<file path="src/rtl/pt_pkg.sv">
package pt_pkg;
  typedef enum logic [1:0] {
    WB_NONE        = 2'b00,
    WB_FILL_ONLY   = 2'b01,
    WB_PROBE_FILL  = 2'b10
  } wb_cmd_e;
endpackage

</file>
<file path="src/rtl/pt_line_decode.sv">
module pt_line_decode #(
  parameter int LINES = 64,
  localparam int LW = $clog2(LINES)
) (
  input  logic          valid_i,
  input  logic [LW-1:0] idx_i,
  output logic [LINES-1:0] sel_o
);
  for (genvar i = 0; i < LINES; i++) begin : g_sel
    assign sel_o[i] = valid_i && (idx_i == LW'(i));
  end
endmodule

</file>
<file path="src/rtl/pt_bit_array.sv">
module pt_bit_array #(
  parameter int LINES = 64,
  localparam int LW = $clog2(LINES)
) (
  input  logic             clk_i,
  input  logic             rst_ni,
  input  logic [LINES-1:0] fill_sel_i,
  input  logic             fill_val_i,
  input  logic [LINES-1:0] clr_sel_i,
  input  logic [LW-1:0]    rd_idx_i,
  output logic             rd_bit_o
);
  logic [LINES-1:0] bits_q;

  for (genvar i = 0; i < LINES; i++) begin : g_bit
    always_ff @(posedge clk_i or negedge rst_ni) begin
      if (!rst_ni)            bits_q[i] <= 1'b0;
      else if (fill_sel_i[i]) bits_q[i] <= fill_val_i;  // fill wins
      else if (clr_sel_i[i])  bits_q[i] <= 1'b0;
    end
  end

  assign rd_bit_o = bits_q[rd_idx_i];

  AST_FILL_WRITES: assert property (@(posedge clk_i) disable iff (!rst_ni)
    (fill_sel_i != '0) |=> ((bits_q & $past(fill_sel_i)) ==
                            ($past(fill_val_i) ? $past(fill_sel_i) : '0)))
    else $error("fill write");

  AST_CLEAR_WORKS: assert property (@(posedge clk_i) disable iff (!rst_ni)
    (clr_sel_i != '0) |=> ((bits_q & $past(clr_sel_i & ~fill_sel_i)) == '0))
    else $error("clear");

  AST_OTHERS_HOLD: assert property (@(posedge clk_i) disable iff (!rst_ni)
    1'b1 |=> ((bits_q & ~$past(fill_sel_i | clr_sel_i)) ==
              ($past(bits_q) & ~$past(fill_sel_i | clr_sel_i))))
    else $error("untouched line changed");
endmodule

</file>
<file path="src/rtl/pt_cmd_gen.sv">
module pt_cmd_gen
  import pt_pkg::*;
(
  input  logic     clk_i,
  input  logic     rst_ni,
  input  logic     evict_valid_i,
  input  logic     evict_dirty_i,
  input  logic     present_i,
  output wb_cmd_e  cmd_o
);
  wb_cmd_e cmd_d;

  always_comb begin
    cmd_d = WB_NONE;
    if (evict_valid_i && evict_dirty_i)
      cmd_d = present_i ? WB_FILL_ONLY : WB_PROBE_FILL;
  end

  always_ff @(posedge clk_i or negedge rst_ni) begin
    if (!rst_ni) cmd_o <= WB_NONE;
    else         cmd_o <= cmd_d;
  end
endmodule

</file>
<file path="src/rtl/presence_tracker.sv">
module presence_tracker
  import pt_pkg::*;
#(
  parameter int SETS = 16,
  parameter int WAYS = 4,
  localparam int SW = $clog2(SETS),
  localparam int WW = $clog2(WAYS),
  localparam int LINES = SETS * WAYS,
  localparam int LW = SW + WW
) (
  input  logic          clk_i,
  input  logic          rst_ni,
  input  logic          fill_valid_i,
  input  logic [SW-1:0] fill_set_i,
  input  logic [WW-1:0] fill_way_i,
  input  logic          fill_dc_hit_i,
  input  logic          fill_dc_install_i,
  input  logic          evict_valid_i,
  input  logic [SW-1:0] evict_set_i,
  input  logic [WW-1:0] evict_way_i,
  input  logic          evict_dirty_i,
  input  logic          dc_evict_valid_i,
  input  logic [SW-1:0] dc_evict_set_i,
  input  logic [WW-1:0] dc_evict_way_i,
  output logic [1:0]    wb_cmd_o
);
  logic [LINES-1:0] fill_sel, dcev_sel, ev_sel;
  logic [LW-1:0]    ev_idx;
  logic             present;
  wb_cmd_e          cmd;

  assign ev_idx = {evict_set_i, evict_way_i};

  pt_line_decode #(.LINES(LINES)) u_dec_fill (
    .valid_i(fill_valid_i), .idx_i({fill_set_i, fill_way_i}), .sel_o(fill_sel));
  pt_line_decode #(.LINES(LINES)) u_dec_dcev (
    .valid_i(dc_evict_valid_i), .idx_i({dc_evict_set_i, dc_evict_way_i}), .sel_o(dcev_sel));
  pt_line_decode #(.LINES(LINES)) u_dec_ev (
    .valid_i(evict_valid_i), .idx_i(ev_idx), .sel_o(ev_sel));

  pt_bit_array #(.LINES(LINES)) u_bits (
    .clk_i, .rst_ni,
    .fill_sel_i(fill_sel),
    .fill_val_i(fill_dc_hit_i | fill_dc_install_i),
    .clr_sel_i(dcev_sel | ev_sel),
    .rd_idx_i(ev_idx),
    .rd_bit_o(present));

  pt_cmd_gen u_cmd (
    .clk_i, .rst_ni,
    .evict_valid_i, .evict_dirty_i,
    .present_i(present),
    .cmd_o(cmd));

  assign wb_cmd_o = cmd;

  AST_FILL_ONLY: assert property (@(posedge clk_i) disable iff (!rst_ni)
    (evict_valid_i && evict_dirty_i && present) |=> (wb_cmd_o == 2'b01))
    else $error("fill only");
  AST_PROBE_FILL: assert property (@(posedge clk_i) disable iff (!rst_ni)
    (evict_valid_i && evict_dirty_i && !present) |=> (wb_cmd_o == 2'b10))
    else $error("probe fill");
  AST_NO_CMD: assert property (@(posedge clk_i) disable iff (!rst_ni)
    !(evict_valid_i && evict_dirty_i) |=> (wb_cmd_o == 2'b00))
    else $error("no cmd");
  AST_RESET_IDLE: assert property (@(posedge clk_i)
    !rst_ni |-> (wb_cmd_o == 2'b00))
    else $error("reset");
endmodule

</file>
<file path="config.mk">
export PLATFORM = sky130hd
export DESIGN_NAME = presence_tracker
export DESIGN_NICKNAME = d
export VERILOG_FILES = /design/src/rtl/pt_pkg.sv /design/src/rtl/pt_line_decode.sv /design/src/rtl/pt_bit_array.sv /design/src/rtl/pt_cmd_gen.sv /design/src/rtl/presence_tracker.sv
export SDC_FILE = /design/constraint.sdc
export NUM_CORES = 1
export LEC_CHECK = 0
export CORE_MARGIN = 2
export CORE_UTILIZATION = 40
export CTS_CLUSTER_DIAMETER = 30
export DETAILED_ROUTE_END_ITERATION = 6
export GPL_TIMING_DRIVEN = 0
export HOLD_SLACK_MARGIN = 0.05
export SETUP_SLACK_MARGIN = 0.5
export SYNTH_ARGS = -nofsm -noshare
export SYNTH_HDL_FRONTEND = slang
export SYNTH_HIERARCHICAL = 1
export SYNTH_SLANG_ARGS = --single-unit
</file>
<file path="constraint.sdc">
create_clock -name clk_i -period 3.5 [get_ports clk_i]
set_input_delay 0.7 -clock clk_i [delete_from_list [all_inputs] [get_ports clk_i]]
set_output_delay 0.7 -clock clk_i [all_outputs]
set_load 0.01 [all_outputs]
</file>
==> flow_metrics.py <==
metrics = {
    "power_and_ir_drop": {
        "p_comb_frac": 0.189,
        "switching_power_mw": 0.643,
        "cellPowerDensity_mw_per_mm2": 411,
        "p_leak_nw": 2.32,
        "pwr-share-seq": 0.407,
        "irDropWorstVdd_uv": 347,
        "switching_share": 0.276,
        "clkPwrFrac": 0.404,
        "p_int_mw": 1.69,
    },
    "floorplan": {
        "placementRows": 40,
        "coreArea_sq_mm": 0.0120,
        "pin_count": 28,
        "dieArea_sq_mm": 0.0132,
        "die_x_um": 115,
        "die_h_um": 115,
        "start_util": 0.409,
    },
    "timing": {
        "final.min_clock_period_ns": 2.95,
        "max_freq_mhz": 339,
        "slew_violations": 0,
        "timing.final.ws_setup_ns": 0.551,
        "tns_ns": 0,
        "worst_pin_slew_ns": 0.879,
        "finalHoldViolations": 0,
        "maxSlewHeadroom": 0.414,
        "skew_ns": 0.00800,
        "setup_viol": 0,
        "min_period_over_period": 0.843,
        "grt_setup_unrepaired": "false",
    },
    "routing": {
        "firstDrtPassIters": 5,
        "wirelength_mm": 17.2,
        "first_iter_violations": 436,
        "via_per_inst": 5.97,
        "antenna_left": 0,
        "post_drt_wl_per_cell_um": 21.5,
        "num_vias": 4771,
        "drc": 0,
    },
    "placement": {
        "placed_area_sq_mm": 0.00536,
        "hpwl_mm": 12.0,
        "port-buffer-count": 27,
        "gp_congestion": 0.954,
        "preCtsSetupSlack_ns": 0.134,
    },
    "global_routing": {
        "antenna_found_initial": 0,
        "grt_pass1_vias": 4588,
        "grt_max_degree": 67,
        "grt-ovfl-total": 0,
        "grt_usage": 0.273,
        "grt_pass1_wl_mm": 26.5,
    },
    "synthesis": {
        "synth-edff-count": 0,
        "synthDistinctLibCells": 39,
        "synth-seq-cells": 66,
        "yosys_warnings": 6,
        "synth-xor-area-share": 0,
        "synth_mux_area_frac": 0.0683,
        "synth_nets": 636,
        "synth.most_common_cell": "nor2_1",
        "synth_fa_ha_area_frac": 0,
        "netlist_top_cells_count": "262 x nor2_1, 66 x dfrtp_1, 65 x or2_1",
        "synth_area_per_cell_sq_um": 8.05,
        "synth_top_area_share": 0.336,
        "synth_top_family_by_area": "simple AND/OR/NAND/NOR gates",
        "synth_simple_gate_area_share": 0.425,
        "synth_flop_cell": "dfrtp_1",
        "yosys.area.top_type": "dfrtp_1",
        "netlist_top_cells_area": "dfrtp_1 34%, nor2_1 20%, a22o_1 11%",
        "synth_compound_area_frac": 0.133,
        "syn_inst": 610,
        "yosysSeqAreaShare": 0.336,
        "postSynth.asyncResetShare": 1.00,
        "netlist_area_sq_mm": 0.00491,
    },
    "setup_path": {
        "path_cells": "clkdlybuf4s50_1 -> buf_2 -> buf_4 -> mux4_2 -> a22oi_1 -> and3_1 -> a211oi_2 -> and3_2",
        "critPathMaxFanout": 10,
        "cp.required_ns": 3.73,
        "arrival_ns": 3.18,
        "slowest_stage": "clkdlybuf4s50_1",
        "worst_path_largest_cell_delay_ns": 0.61,
        "worstSetupStartpointType": "input port",
        "path_class": "in2reg",
        "endpoint_kind": "register",
    },
    "clocking": {
        "cts.htree.levels": 3,
        "ctsResizeCount": 1,
        "clock_path_buffers": 2,
        "cts_hold_buf": 0,
        "clock-sinks": 66,
        "cts_root_buf": "clkbuf_16",
        "clkTransAtPathRegs_ns": 0.06,
        "clk_latency_ns": 0.34,
        "post_cts_buffers": 0,
        "cts_tree": "yes",
        "cts_buffers": 9,
    },
    "job": {
        "cap_violations": 0,
    },
    "layout": {
        "syn_to_final_growth_pct": 15.5,
        "final_net_count": 674,
        "diodes": 0,
        "fill_cells": 1195,
        "drive_above_1_share": 0.0721,
        "final_area_sq_mm": 0.00567,
    },
    "min_path": {
        "worstHoldPathType": "in2async",
    },
    "status": {
        "status": "finished, final reports clean",
    },
}
-- power by group through the flow --
stage / clock (mW) / sequential (mW) / combinational, mW
3_5_place_dp: 0 / 0.959 / 0.433
2_1_floorplan: 0 / 0.936 / 0.273
6_report: 0.941 / 0.949 / 0.441
5_1_grt: 0.998 / 0.961 / 0.469
4_1_cts: 0.958 / 0.948 / 0.435
3_3_place_gp: 0 / 0.957 / 0.425
-- layer usage --
metal | GRT usage | routed length (um) | vias to the layer above
met5 | 0 | 0 | -
met4 | 0.146 | 894 | 0
met3 | 0.0580 | 1430 | 61
met2 | 0.416 | 7580 | 230
met1 | 0.367 | 7250 | 2278
li1 | - | - | 2202
-- registers in the layout, summed over array words and instances (netlist names) --
signal,cells
u_bits/bits_q,64
u_cmd/cmd_o,2
-- kinds of logic after synthesis --
kind of cell           count (synthesis)
AOI/OAI and AO/OA                     74
DFF                                   66
muxes                                 18
and+or+nand+nor                      408
buffers and inverters                 44
-- layout by cell type (no fill, tap or decap), drive strengths merged, types with 2 or more instances in the layout --
master | synthesis | layout
nor2 | 262 | 262
dfrtp | 66 | 66
or2 | 65 | 65
a22o | 63 | 63
clkbuf | 24 | 37
clkdlybuf4s50 | 0 | 26
nand4bb | 18 | 18
buf | 16 | 17
nand4b | 12 | 12
mux4 | 12 | 12
or4b | 12 | 12
nand3b | 6 | 6
nand3 | 5 | 5
mux2i | 5 | 5
inv | 4 | 4
nand2 | 4 | 4
nand4 | 4 | 4
nand2b | 3 | 3
nor4 | 3 | 3
or4 | 3 | 3
or3b | 3 | 3
a211oi | 3 | 3
and3 | 3 | 3
nor2b | 2 | 2
a22oi | 2 | 2
nor3 | 2 | 2
-- per-stage QoR --
stage | cells | util | power (mW) | hold WS [ns]
4_1_cts | 799 | 0.472 | 2.34 | 0.491
3_5_place_dp | 784 | 0.447 | 1.39 | 0.473
6_report | 799 | 0.472 | 2.33 | 0.482
2_1_floorplan | 610 | - | 1.21 | 0.404
5_1_grt | 799 | 0.472 | 2.43 | 0.498
3_3_place_gp | 784 | 0.447 | 1.38 | 0.478
-- path summary, 6_finish.rpt --
check | start | end | slack, ns | cells after the start
setup / recovery | evict_way_i[1] | u_cmd/cmd_o[0] | 0.55 | 8
setup reg to reg | u_bits/bits_q[52] | u_cmd/cmd_o[0] | 1.60 | 6
max in group asynchronous | rst_ni | u_bits/bits_q[25] | 2.44 | 1
hold / removal | rst_ni | u_bits/bits_q[4] | 0.48 | 1
min in group clk_i | u_bits/bits_q[50] | u_bits/bits_q[50] | 0.49 | 1
hold reg to reg | u_bits/bits_q[50] | u_bits/bits_q[50] | 0.49 | 1
-- layout make-up --
| class | count | area, sq um | share of cell area |
|---|---|---|---|
| well taps | 147 | 184 | 0.0324 |
| inverters | 4 | 15.0 | 0.00265 |
| plain buffers | 40 | 171 | 0.0302 |
| multi-input cells | 500 | 3080 | 0.542 |
| repair buffers | 27 | 268 | 0.0472 |
| flip-flops and latches | 66 | 1650 | 0.291 |
| clock inverters | 2 | 35.0 | 0.00618 |
| clock buffers | 13 | 270 | 0.0477 |
-- worst max-delay path, delay by kind of cell --
family          cells  cell delay (ns)
buf+inv             3             1.31
simple gates        2             0.42
mux                 1             0.39
compound gates      2             0.36
No activity file was read; power rests on OpenSTA's default activity.
